<file path="src/rtl/cwm_pkg.sv">
package cwm_pkg;
    localparam int REG_W = 32;

    typedef enum logic [1:0] {
        FLD_CFG    = 2'd0,
        FLD_ABOVE  = 2'd1,
        FLD_BELOW  = 2'd2,
        FLD_LIMITS = 2'd3
    } field_e;
endpackage

</file>
<file path="src/rtl/cwm_limit_calc.sv">
module cwm_limit_calc #(
    parameter int SAMPLE_W = 8,
    parameter int OFS_W    = 6,
    parameter int WID_W    = 8,
    parameter int NOMINAL  = 128
) (
    input  logic [OFS_W-1:0]    ofs,
    input  logic [WID_W-1:0]    wid,
    output logic [SAMPLE_W-1:0] lo,
    output logic [SAMPLE_W-1:0] hi
);
    localparam int SW = SAMPLE_W + 3;
    localparam logic signed [SW-1:0] MAX_S = SW'((1 << SAMPLE_W) - 1);
    localparam logic signed [SW-1:0] NOM_S = SW'(NOMINAL);

    logic signed [SW-1:0] centre_s;
    logic signed [SW-1:0] half_s;
    logic signed [SW-1:0] lo_s;
    logic signed [SW-1:0] hi_s;

    always_comb begin
        centre_s = NOM_S + $signed({{(SW-OFS_W){ofs[OFS_W-1]}}, ofs});
        half_s   = $signed({{(SW-WID_W+1){1'b0}}, wid[WID_W-1:1]});
        lo_s     = centre_s - half_s;
        hi_s     = centre_s + half_s;
        lo       = lo_s[SW-1] ? '0 : lo_s[SAMPLE_W-1:0];
        hi       = (hi_s > MAX_S) ? '1 : hi_s[SAMPLE_W-1:0];
    end

    // the clamped window is never inverted
    always_comb begin
        a_r2_ordered: assert (lo <= hi || $isunknown({ofs, wid}));
    end
endmodule

</file>
<file path="src/rtl/cwm_channel.sv">
module cwm_channel #(
    parameter int SAMPLE_W = 8,
    parameter int CNT_W    = 16,
    parameter int NOMINAL  = 128
) (
    input  logic                clk,
    input  logic                rst_n,
    input  logic                sof,
    input  logic                valid,
    input  logic [SAMPLE_W-1:0] data,
    input  logic [SAMPLE_W-1:0] new_lo,
    input  logic [SAMPLE_W-1:0] new_hi,
    output logic [SAMPLE_W-1:0] lo_q,
    output logic [SAMPLE_W-1:0] hi_q,
    output logic [CNT_W-1:0]    above_q,
    output logic [CNT_W-1:0]    below_q
);
    localparam logic [CNT_W-1:0]    CNT_MAX = '1;
    localparam logic [SAMPLE_W-1:0] NOM_V   = SAMPLE_W'(NOMINAL);

    typedef struct packed {
        logic [SAMPLE_W-1:0] lo;
        logic [SAMPLE_W-1:0] hi;
        logic [CNT_W-1:0]    above;
        logic [CNT_W-1:0]    below;
    } chan_t;

    chan_t st_d, st_q;
    logic [SAMPLE_W-1:0] eff_lo_d, eff_hi_d;

    always_comb begin
        st_d     = st_q;
        eff_lo_d = sof ? new_lo : st_q.lo;
        eff_hi_d = sof ? new_hi : st_q.hi;
        if (sof) begin
            st_d.lo    = new_lo;
            st_d.hi    = new_hi;
            st_d.above = '0;
            st_d.below = '0;
        end
        if (valid) begin
            if (data > eff_hi_d) begin
                if (st_d.above != CNT_MAX) st_d.above = st_d.above + 1'b1;
            end else if (data < eff_lo_d) begin
                if (st_d.below != CNT_MAX) st_d.below = st_d.below + 1'b1;
            end
        end
    end

    always_ff @(posedge clk or negedge rst_n) begin
        if (!rst_n) begin
            st_q.lo    <= NOM_V;
            st_q.hi    <= NOM_V;
            st_q.above <= '0;
            st_q.below <= '0;
        end else begin
            st_q <= st_d;
        end
    end

    assign lo_q    = st_q.lo;
    assign hi_q    = st_q.hi;
    assign above_q = st_q.above;
    assign below_q = st_q.below;

    // a full counter never wraps within an image
    a_r6_above_sat: assert property (@(posedge clk) disable iff (!rst_n)
        (above_q == CNT_MAX && !sof) |=> above_q == CNT_MAX);
    a_r6_below_sat: assert property (@(posedge clk) disable iff (!rst_n)
        (below_q == CNT_MAX && !sof) |=> below_q == CNT_MAX);
    // a pulse with no sample leaves both counters at zero
    a_r7_clear: assert property (@(posedge clk) disable iff (!rst_n)
        (sof && !valid) |=> (above_q == '0 && below_q == '0));
    // limits move only on a start-of-image pulse
    a_r8_hold: assert property (@(posedge clk) disable iff (!rst_n)
        !sof |=> ($stable(lo_q) && $stable(hi_q)));
    // no sample, no count change
    a_r5_idle: assert property (@(posedge clk) disable iff (!rst_n)
        (!valid && !sof) |=> ($stable(above_q) && $stable(below_q)));
    // at most one counter steps by one per sample
    a_r3_single_step: assert property (@(posedge clk) disable iff (!rst_n)
        (!sof && above_q != CNT_MAX) |=>
        (above_q == $past(above_q) || (above_q == $past(above_q) + 1'b1 && $stable(below_q))));
endmodule

</file>
<file path="src/rtl/cwm_regfile.sv">
module cwm_regfile #(
    parameter int NUM_CH   = 3,
    parameter int CH_W     = 2,
    parameter int SAMPLE_W = 8,
    parameter int OFS_W    = 6,
    parameter int WID_W    = 8,
    parameter int CNT_W    = 16
) (
    input  logic                         clk,
    input  logic                         rst_n,
    input  logic                         we,
    input  logic                         re,
    input  logic [CH_W+1:0]              addr,
    input  logic [cwm_pkg::REG_W-1:0]    wdata,
    input  logic [NUM_CH*CNT_W-1:0]      above,
    input  logic [NUM_CH*CNT_W-1:0]      below,
    input  logic [NUM_CH*SAMPLE_W-1:0]   lo,
    input  logic [NUM_CH*SAMPLE_W-1:0]   hi,
    output logic [NUM_CH*OFS_W-1:0]      ofs,
    output logic [NUM_CH*WID_W-1:0]      wid,
    output logic [cwm_pkg::REG_W-1:0]    rdata
);
    import cwm_pkg::*;

    typedef struct packed {
        logic [NUM_CH-1:0][OFS_W-1:0] ofs;
        logic [NUM_CH-1:0][WID_W-1:0] wid;
        logic [REG_W-1:0]             rdata;
    } regs_t;

    regs_t  rg_d, rg_q;
    field_e fld_d;
    logic [CH_W-1:0] idx_d;
    logic [REG_W-1:0] word_d;

    always_comb begin
        rg_d   = rg_q;
        fld_d  = field_e'(addr[1:0]);
        idx_d  = addr[CH_W+1:2];
        word_d = '0;
        for (int c = 0; c < NUM_CH; c++) begin
            if (idx_d == CH_W'(c)) begin
                unique case (fld_d)
                    FLD_CFG: begin
                        word_d[OFS_W-1:0]     = rg_q.ofs[c];
                        word_d[16+WID_W-1:16] = rg_q.wid[c];
                    end
                    FLD_ABOVE: word_d[CNT_W-1:0] = above[c*CNT_W +: CNT_W];
                    FLD_BELOW: word_d[CNT_W-1:0] = below[c*CNT_W +: CNT_W];
                    FLD_LIMITS: begin
                        word_d[SAMPLE_W-1:0]     = lo[c*SAMPLE_W +: SAMPLE_W];
                        word_d[16+SAMPLE_W-1:16] = hi[c*SAMPLE_W +: SAMPLE_W];
                    end
                    default: word_d = '0;
                endcase
                if (we && fld_d == FLD_CFG) begin
                    rg_d.ofs[c] = wdata[OFS_W-1:0];
                    rg_d.wid[c] = wdata[16+WID_W-1:16];
                end
            end
        end
        if (re) rg_d.rdata = word_d;
    end

    always_ff @(posedge clk or negedge rst_n) begin
        if (!rst_n) begin
            rg_q <= '0;
        end else begin
            rg_q <= rg_d;
        end
    end

    assign ofs   = rg_q.ofs;
    assign wid   = rg_q.wid;
    assign rdata = rg_q.rdata;

    // read data changes only after a read strobe
    a_r9_rdata_hold: assert property (@(posedge clk) disable iff (!rst_n)
        !re |=> $stable(rdata));
endmodule

</file>
<file path="src/rtl/colour_window_monitor.sv">
module colour_window_monitor #(
    parameter int NUM_CH   = 3,
    parameter int CH_W     = (NUM_CH > 1) ? $clog2(NUM_CH) : 1,
    parameter int SAMPLE_W = 8,
    parameter int OFS_W    = 6,
    parameter int WID_W    = 8,
    parameter int CNT_W    = 16,
    parameter int NOMINAL  = 128
) (
    input  logic                       clk,
    input  logic                       rst_n,
    input  logic                       sof,
    input  logic [NUM_CH-1:0]          s_valid,
    input  logic [NUM_CH*SAMPLE_W-1:0] s_data,
    input  logic                       reg_we,
    input  logic                       reg_re,
    input  logic [CH_W+1:0]            reg_addr,
    input  logic [31:0]                reg_wdata,
    output logic [31:0]                reg_rdata
);
    logic [NUM_CH*OFS_W-1:0]    ofs_w;
    logic [NUM_CH*WID_W-1:0]    wid_w;
    logic [NUM_CH*SAMPLE_W-1:0] new_lo_w, new_hi_w, lo_w, hi_w;
    logic [NUM_CH*CNT_W-1:0]    above_w, below_w;

    cwm_regfile #(
        .NUM_CH(NUM_CH), .CH_W(CH_W), .SAMPLE_W(SAMPLE_W),
        .OFS_W(OFS_W), .WID_W(WID_W), .CNT_W(CNT_W)
    ) u_regs (
        .clk(clk), .rst_n(rst_n), .we(reg_we), .re(reg_re),
        .addr(reg_addr), .wdata(reg_wdata),
        .above(above_w), .below(below_w), .lo(lo_w), .hi(hi_w),
        .ofs(ofs_w), .wid(wid_w), .rdata(reg_rdata)
    );

    for (genvar c = 0; c < NUM_CH; c++) begin : g_ch
        cwm_limit_calc #(
            .SAMPLE_W(SAMPLE_W), .OFS_W(OFS_W), .WID_W(WID_W), .NOMINAL(NOMINAL)
        ) u_calc (
            .ofs(ofs_w[c*OFS_W +: OFS_W]),
            .wid(wid_w[c*WID_W +: WID_W]),
            .lo(new_lo_w[c*SAMPLE_W +: SAMPLE_W]),
            .hi(new_hi_w[c*SAMPLE_W +: SAMPLE_W])
        );

        cwm_channel #(
            .SAMPLE_W(SAMPLE_W), .CNT_W(CNT_W), .NOMINAL(NOMINAL)
        ) u_chan (
            .clk(clk), .rst_n(rst_n), .sof(sof),
            .valid(s_valid[c]),
            .data(s_data[c*SAMPLE_W +: SAMPLE_W]),
            .new_lo(new_lo_w[c*SAMPLE_W +: SAMPLE_W]),
            .new_hi(new_hi_w[c*SAMPLE_W +: SAMPLE_W]),
            .lo_q(lo_w[c*SAMPLE_W +: SAMPLE_W]),
            .hi_q(hi_w[c*SAMPLE_W +: SAMPLE_W]),
            .above_q(above_w[c*CNT_W +: CNT_W]),
            .below_q(below_w[c*CNT_W +: CNT_W])
        );
    end
endmodule

</file>
<file path="config.mk">
export PLATFORM = sky130hd
export DESIGN_NAME = colour_window_monitor
export DESIGN_NICKNAME = d
export VERILOG_FILES = /design/src/rtl/cwm_pkg.sv /design/src/rtl/cwm_limit_calc.sv /design/src/rtl/cwm_channel.sv /design/src/rtl/cwm_regfile.sv /design/src/rtl/colour_window_monitor.sv
export SDC_FILE = /design/constraint.sdc
export NUM_CORES = 1
export LEC_CHECK = 0
export ABC_AREA = 1
export BUFFER_PORTS_ARGS = -buffer_cell sky130_fd_sc_hd__buf_2
export CAP_MARGIN = 20
export CORE_MARGIN = 2
export CORE_UTILIZATION = 40
export CTS_CLUSTER_DIAMETER = 120
export DETAILED_ROUTE_END_ITERATION = 7
export HOLD_SLACK_MARGIN = 0.05
export PLACE_DENSITY = 0.55
export SLEW_MARGIN = 20
export SYNTH_ARGS = -nofsm -noshare
export SYNTH_HDL_FRONTEND = slang
export SYNTH_SLANG_ARGS = --single-unit
</file>
<file path="constraint.sdc">
create_clock -name clk -period 5.35 [get_ports clk]
set_input_delay 0.535 -clock clk [delete_from_list [all_inputs] [get_ports clk]]
set_output_delay 0.535 -clock clk [all_outputs]
set_load 0.03 [all_outputs]
</file>
* After elaboration in Yosys (flattened, before gate mapping)
Cells that the tools add are included.
** Cells by class
- Add/sub/neg operators :: 15
- Order comparisons :: 9
- Equal/unequal tests :: 11
- Multiplexer cells :: 48
- Reduce and logical (&&, ||, !) cells :: 6
** Operator list (count)
- 16-bit two-way mux :: 15
- 32-bit two-way mux :: 6
- 16-bit by 1-bit adder with 16-bit output, second input constant :: 6
- 8-bit two-way mux :: 12
- 16-bit inequality test, second input constant :: 6
- 8-bit case mux with 2 select lines :: 6
- 24-bit two-way mux :: 3
- 6-bit case mux with 4 select lines :: 3
- 11-bit by 8-bit adder with 11-bit output :: 3
- 11-bit by 9-bit greater-than comparator with 1-bit output, second input constant :: 3
- 11-bit by 8-bit subtractor with 11-bit output :: 3
- 9-bit by 6-bit adder with 10-bit output, first input constant :: 3
- 8-bit greater-than comparator :: 3
- 8-bit < comparator :: 3
- 2-bit case mux with 3 select lines :: 3
- 2-bit == test, second input constant :: 3
- 2-bit AND reduction :: 3
- 2-bit by 1-bit == test with 1-bit output, second input constant :: 2
- 2-bit logical NOT :: 2
- 1-bit logical AND :: 1
** Word-level totals
- Flip-flop bits (word level) :: 218
- Input port bits :: 68
- Logic and storage cells :: 108

* Depth between registers and ports, before layout
- Word-level depth :: 8
- Mapped depth :: 30

* Hierarchy
A second synthesis with hierarchy kept.
** Second synthesis, totals
- Cell total of the unflattened synthesis :: 2520
- Area, all modules :: 16852.4 um2
** By module, submodules not included
- cwm_channel (g_ch[0].u_chan ...) :: times used 2, cells an instance 460, area an instance 3321.9 um2, sequential area each 1203.7 um2
- cwm_regfile :: times used 1, cells an instance 683, area an instance 4282.9 um2, sequential area each 1651.6 um2
- cwm_channel (g_ch[1].u_chan) :: times used 1, cells an instance 467, area an instance 3320.7 um2, sequential area each 1203.7 um2
- cwm_limit_calc :: times used 3, cells an instance 150, area an instance 868.3 um2, sequential area each 0.0 um2

* Least setup slack after synthesis
No wires, ideal clock.
- Path type :: register to register
- Start point :: reg u_regs.rg_q, in the netlist u_regs.ofs[14]
- End point :: reg, netlist name g_ch[2].u_chan.above_q[11]
- Setup time :: 123 ps
- Arrival time :: 3571 ps
- Setup slack :: 1657 ps
- Stages on the path, launching flop included :: 25
- Path buffers :: 1
- Period minus slack after synthesis :: 3693 ps
- Cell sequence :: dfrtp_1 -> ha_1 -> buf_2 -> inv_1 -> a21oi_1 -> o21bai_1 -> a21oi_1 -> o21ai_0 -> nand2_1 -> nand3_1 -> inv_1 -> a22oi_1 -> inv_1 -> ha_1 -> nand2_1 -> o21ai_0 -> a21o_1 -> nand2_1 -> nor2_1 -> nand2_2 -> nor2_1 -> nand2_2 -> nor2_2 -> nand3_1 -> xor2_1
** RTL lines
- start, declared :: RTL line cwm_regfile.sv:31 : regs_t rg_d, rg_q;
- start signal, assigned :: RTL line cwm_regfile.sv:69 : rg_q <= rg_d;

==> results.cfg <==
[floorplan]
die_w_um = 195
initial_utilization_pct = 40.8
core_area_um2 = 35700
dieArea_um2 = 38000
die_height_um = 195
placementRows = 69
ios = 100

[power_and_ir_drop]
leakagePower_nw = 8.03
intPower_mw = 3.67
ir_worst_vdd_uv = 220
power_frac_seq_pct = 35.6
power_density_nw_per_um2 = 367
p_sw_share_pct = 38.1
p_clk_share_pct = 30.7
pwr-share-comb_pct = 33.7
p_switching_mw = 2.26
totalPowerFinal_mw = 5.93

[timing]
setup-tns-final_ns = 0
setup_viol = 0
fin_worst_skew_ns = 0.0217
finalHoldViolations = 0
slew_violations = 0
rsz0062_at_grt = false
max_freq_mhz = 219
tightest_slew_ns = 0.900
period_share_pct = 85.3
relSlewSlack_pct = 40.0
min_period_ns = 4.56

[finish]
final_cells = 2444
num_antenna_cells = 0
final_util_pct = 45.2
fillers = 3612
final_nets = 2142
syn2layout_area_growth_pct = 10.8
layout-drive-gt1-share_pct = 10.4

[clocking]
cts_tree = built
clkSinkCount = 210
clkLatencyLatePin_ns = 0.56
ctsHoldBuffers = 0
htree_levels = 1
cts_setup_buffers = 0
cts.clk_slew.worst_paths_ns = 0.06
cts_resized = 0
cts_root_buf = clkbuf_16
numCtsBuffers = 26
clockBufferDepth = 3

[job]
maxCapViolCount = 0

[yosys]
synth_common_cells = nand2_1 (355), inv_1 (350), dfrtp_1 (204)
syn_avg_cell_area_um2 = 7.63
post_synth_num_cell_types = 60
syn_area_um2 = 14600
yosysWarnings = 0
synthCells = 1911
yosysSeqAreaShare_pct = 36.1
synth-main-ff-cell = dfrtp_1
yosys.area.top_type = dfrtp_1
yosys-top-cells-area = dfrtp_1 (35%), nand2_1 (9.1%), inv_1 (9.0%)
async_reset_ff_share_pct = 100
synth_edf_count = 0
synth_top_area_share_pct = 35.0
yosysMostFrequentCell = nand2_1
synth_seq_cells = 210

[routing]
drt-initial-drc-count = 1058
vias_per_cell = 5.13
ant_nets = 0
firstDrtPassIters = 5
drt-total-wl_um = 43100
vias = 12500
post-route-drc-count = 0
wl_per_cell_um = 17.6

[global_routing]
top_usage_layer = met2
grt_max_degree = 115
grt_antenna_before_repair = 0
grtUsageTotal_pct = 23.2
gr-usage-met3_pct = 3.47
first_global_vias = 12500
grt_util_met2_pct = 37.7
grt.met1_usage_pct = 31.6
grt_pass1_wl_um = 68900
overflow = 0

[critical_path]
crit_required_ns = 5.80
start_kind = register
arrival_ns = 5.01
endpoint_kind = register
path_max_fanout = 6
path_class = register to register

[place]
io_buffers = 73
globalplace.congestion = 0.920
hpwlAfterDp_um = 32600
dp.cells = 2397

[outcome]
status = complete, no violations

[min_path]
hold_class = input pin to async pin
[worst max-delay path: stages (launching register included)]
cell      delay [ns]
dfrtp_1         0.41
ha_1            0.22
fa_1            0.42
a21oi_1         0.19
o21ai_0         0.15
a21oi_1         0.17
o21bai_1        0.13
nand2_1         0.08
nand2_1         0.04
nor2_1          0.26
inv_1           0.15
nor2_1          0.16
a21oi_1         0.06
ha_1            0.19
inv_1           0.05
a21oi_1         0.05
o21ai_0         0.16
nand2_1         0.09
a21oi_2         0.33
nand2_1         0.18
nor3b_1         0.35
nand2_1         0.14
nor2_1          0.20
nand2_1         0.11
xor2_1          0.15
[final timing paths]
path                                  from  depth (start not counted)                    endpoint  slack (ns)
setup reg to reg             u_regs.wid[1]                         24  g_ch[0].u_chan.above_q[10]        0.79
hold reg to reg            u_regs.rdata[2]                          2             u_regs.rdata[2]        0.49
max in group asynchronous            rst_n                          2  g_ch[0].u_chan.below_q[14]        4.26
setup / recovery             u_regs.wid[1]                         24  g_ch[0].u_chan.above_q[10]        0.79
hold / removal                       rst_n                          1              u_regs.wid[14]        0.01
min in group clk                s_valid[2]                          2  g_ch[2].u_chan.above_q[13]        0.22
[flip-flops by register name, indices dropped and copies added (netlist names)]
signal,cells
u_regs.wid,24
u_regs.rdata,24
g_ch.u_chan.hi_q,24
u_regs.ofs,18
g_ch.u_chan.above_q,48
g_ch.u_chan.lo_q,24
g_ch.u_chan.below_q,48
[layout make-up]
cell class              count  area (um^2)  area share (%)
multi-input cells        1275         7580            46.9
flip-flops and latches    210         5260            32.6
inverters                 364         1370            8.47
clock buffers              34          721            4.46
well taps                 461          577            3.57
repair buffers             87          495            3.07
clock inverters            13          154           0.953
[layout by cell type, fill, tap and decap left out, drive strengths merged, types with 23 or more instances in the layout]
master,netlist,final
a21oi,75,75
xor2,101,101
nor3,35,35
buf,31,87
o22ai,49,49
clkbuf,38,34
a221oi,24,24
nand2,365,365
nand4,23,23
ha,104,104
inv,362,362
nor2,194,194
o21ai,129,129
nand3,70,70
dfrtp,204,204
[metrics by stage]
step / setup slack [ns] / hold WS, ns / area, um^2
after floorplan: 1.66 / 0.239 / 14600
after global placement: 0.850 / 0.463 / 15300
after detailed placement: 0.907 / 0.466 / 15300
after CTS: 0.862 / 0.0558 / 16200
after global routing: 0.302 / 0.0741 / 16200
final: 0.787 / 0.00956 / 16200
[logic make-up after synthesis]
kind of cell             synth area share [%]
AND/OR/NAND/NOR                          21.4
XOR/XNOR                                 6.97
flip-flops                               36.1
AO/OA/AOI/OAI                            13.6
buffers and inverters                    12.1
adder cells (fa/ha/maj)                  9.75
other                                  0.0257
multiplexers                           0.0773
[routing by layer]
metal | wire (um) | vias to the layer above
met4 | 1510 | 0
met3 | 2380 | 75
li1 | - | 6212
met2 | 19300 | 312
met1 | 19800 | 5944
met5 | 0 | -
[power by group through the flow]
| stage | Sequential [mW] | Clock (mW) | Combinational [mW] |
|---|---|---|---|
| finish | 2.11 | 1.82 | 2.00 |
| global route | 2.14 | 1.93 | 2.30 |
| CTS | 2.11 | 1.86 | 2.01 |
| detailed placement | 2.13 | 0 | 2.00 |
| global placement | 2.13 | 0 | 1.96 |
| floorplan | 2.07 | 0 | 1.45 |
No activity file was read; power rests on OpenSTA's default activity.
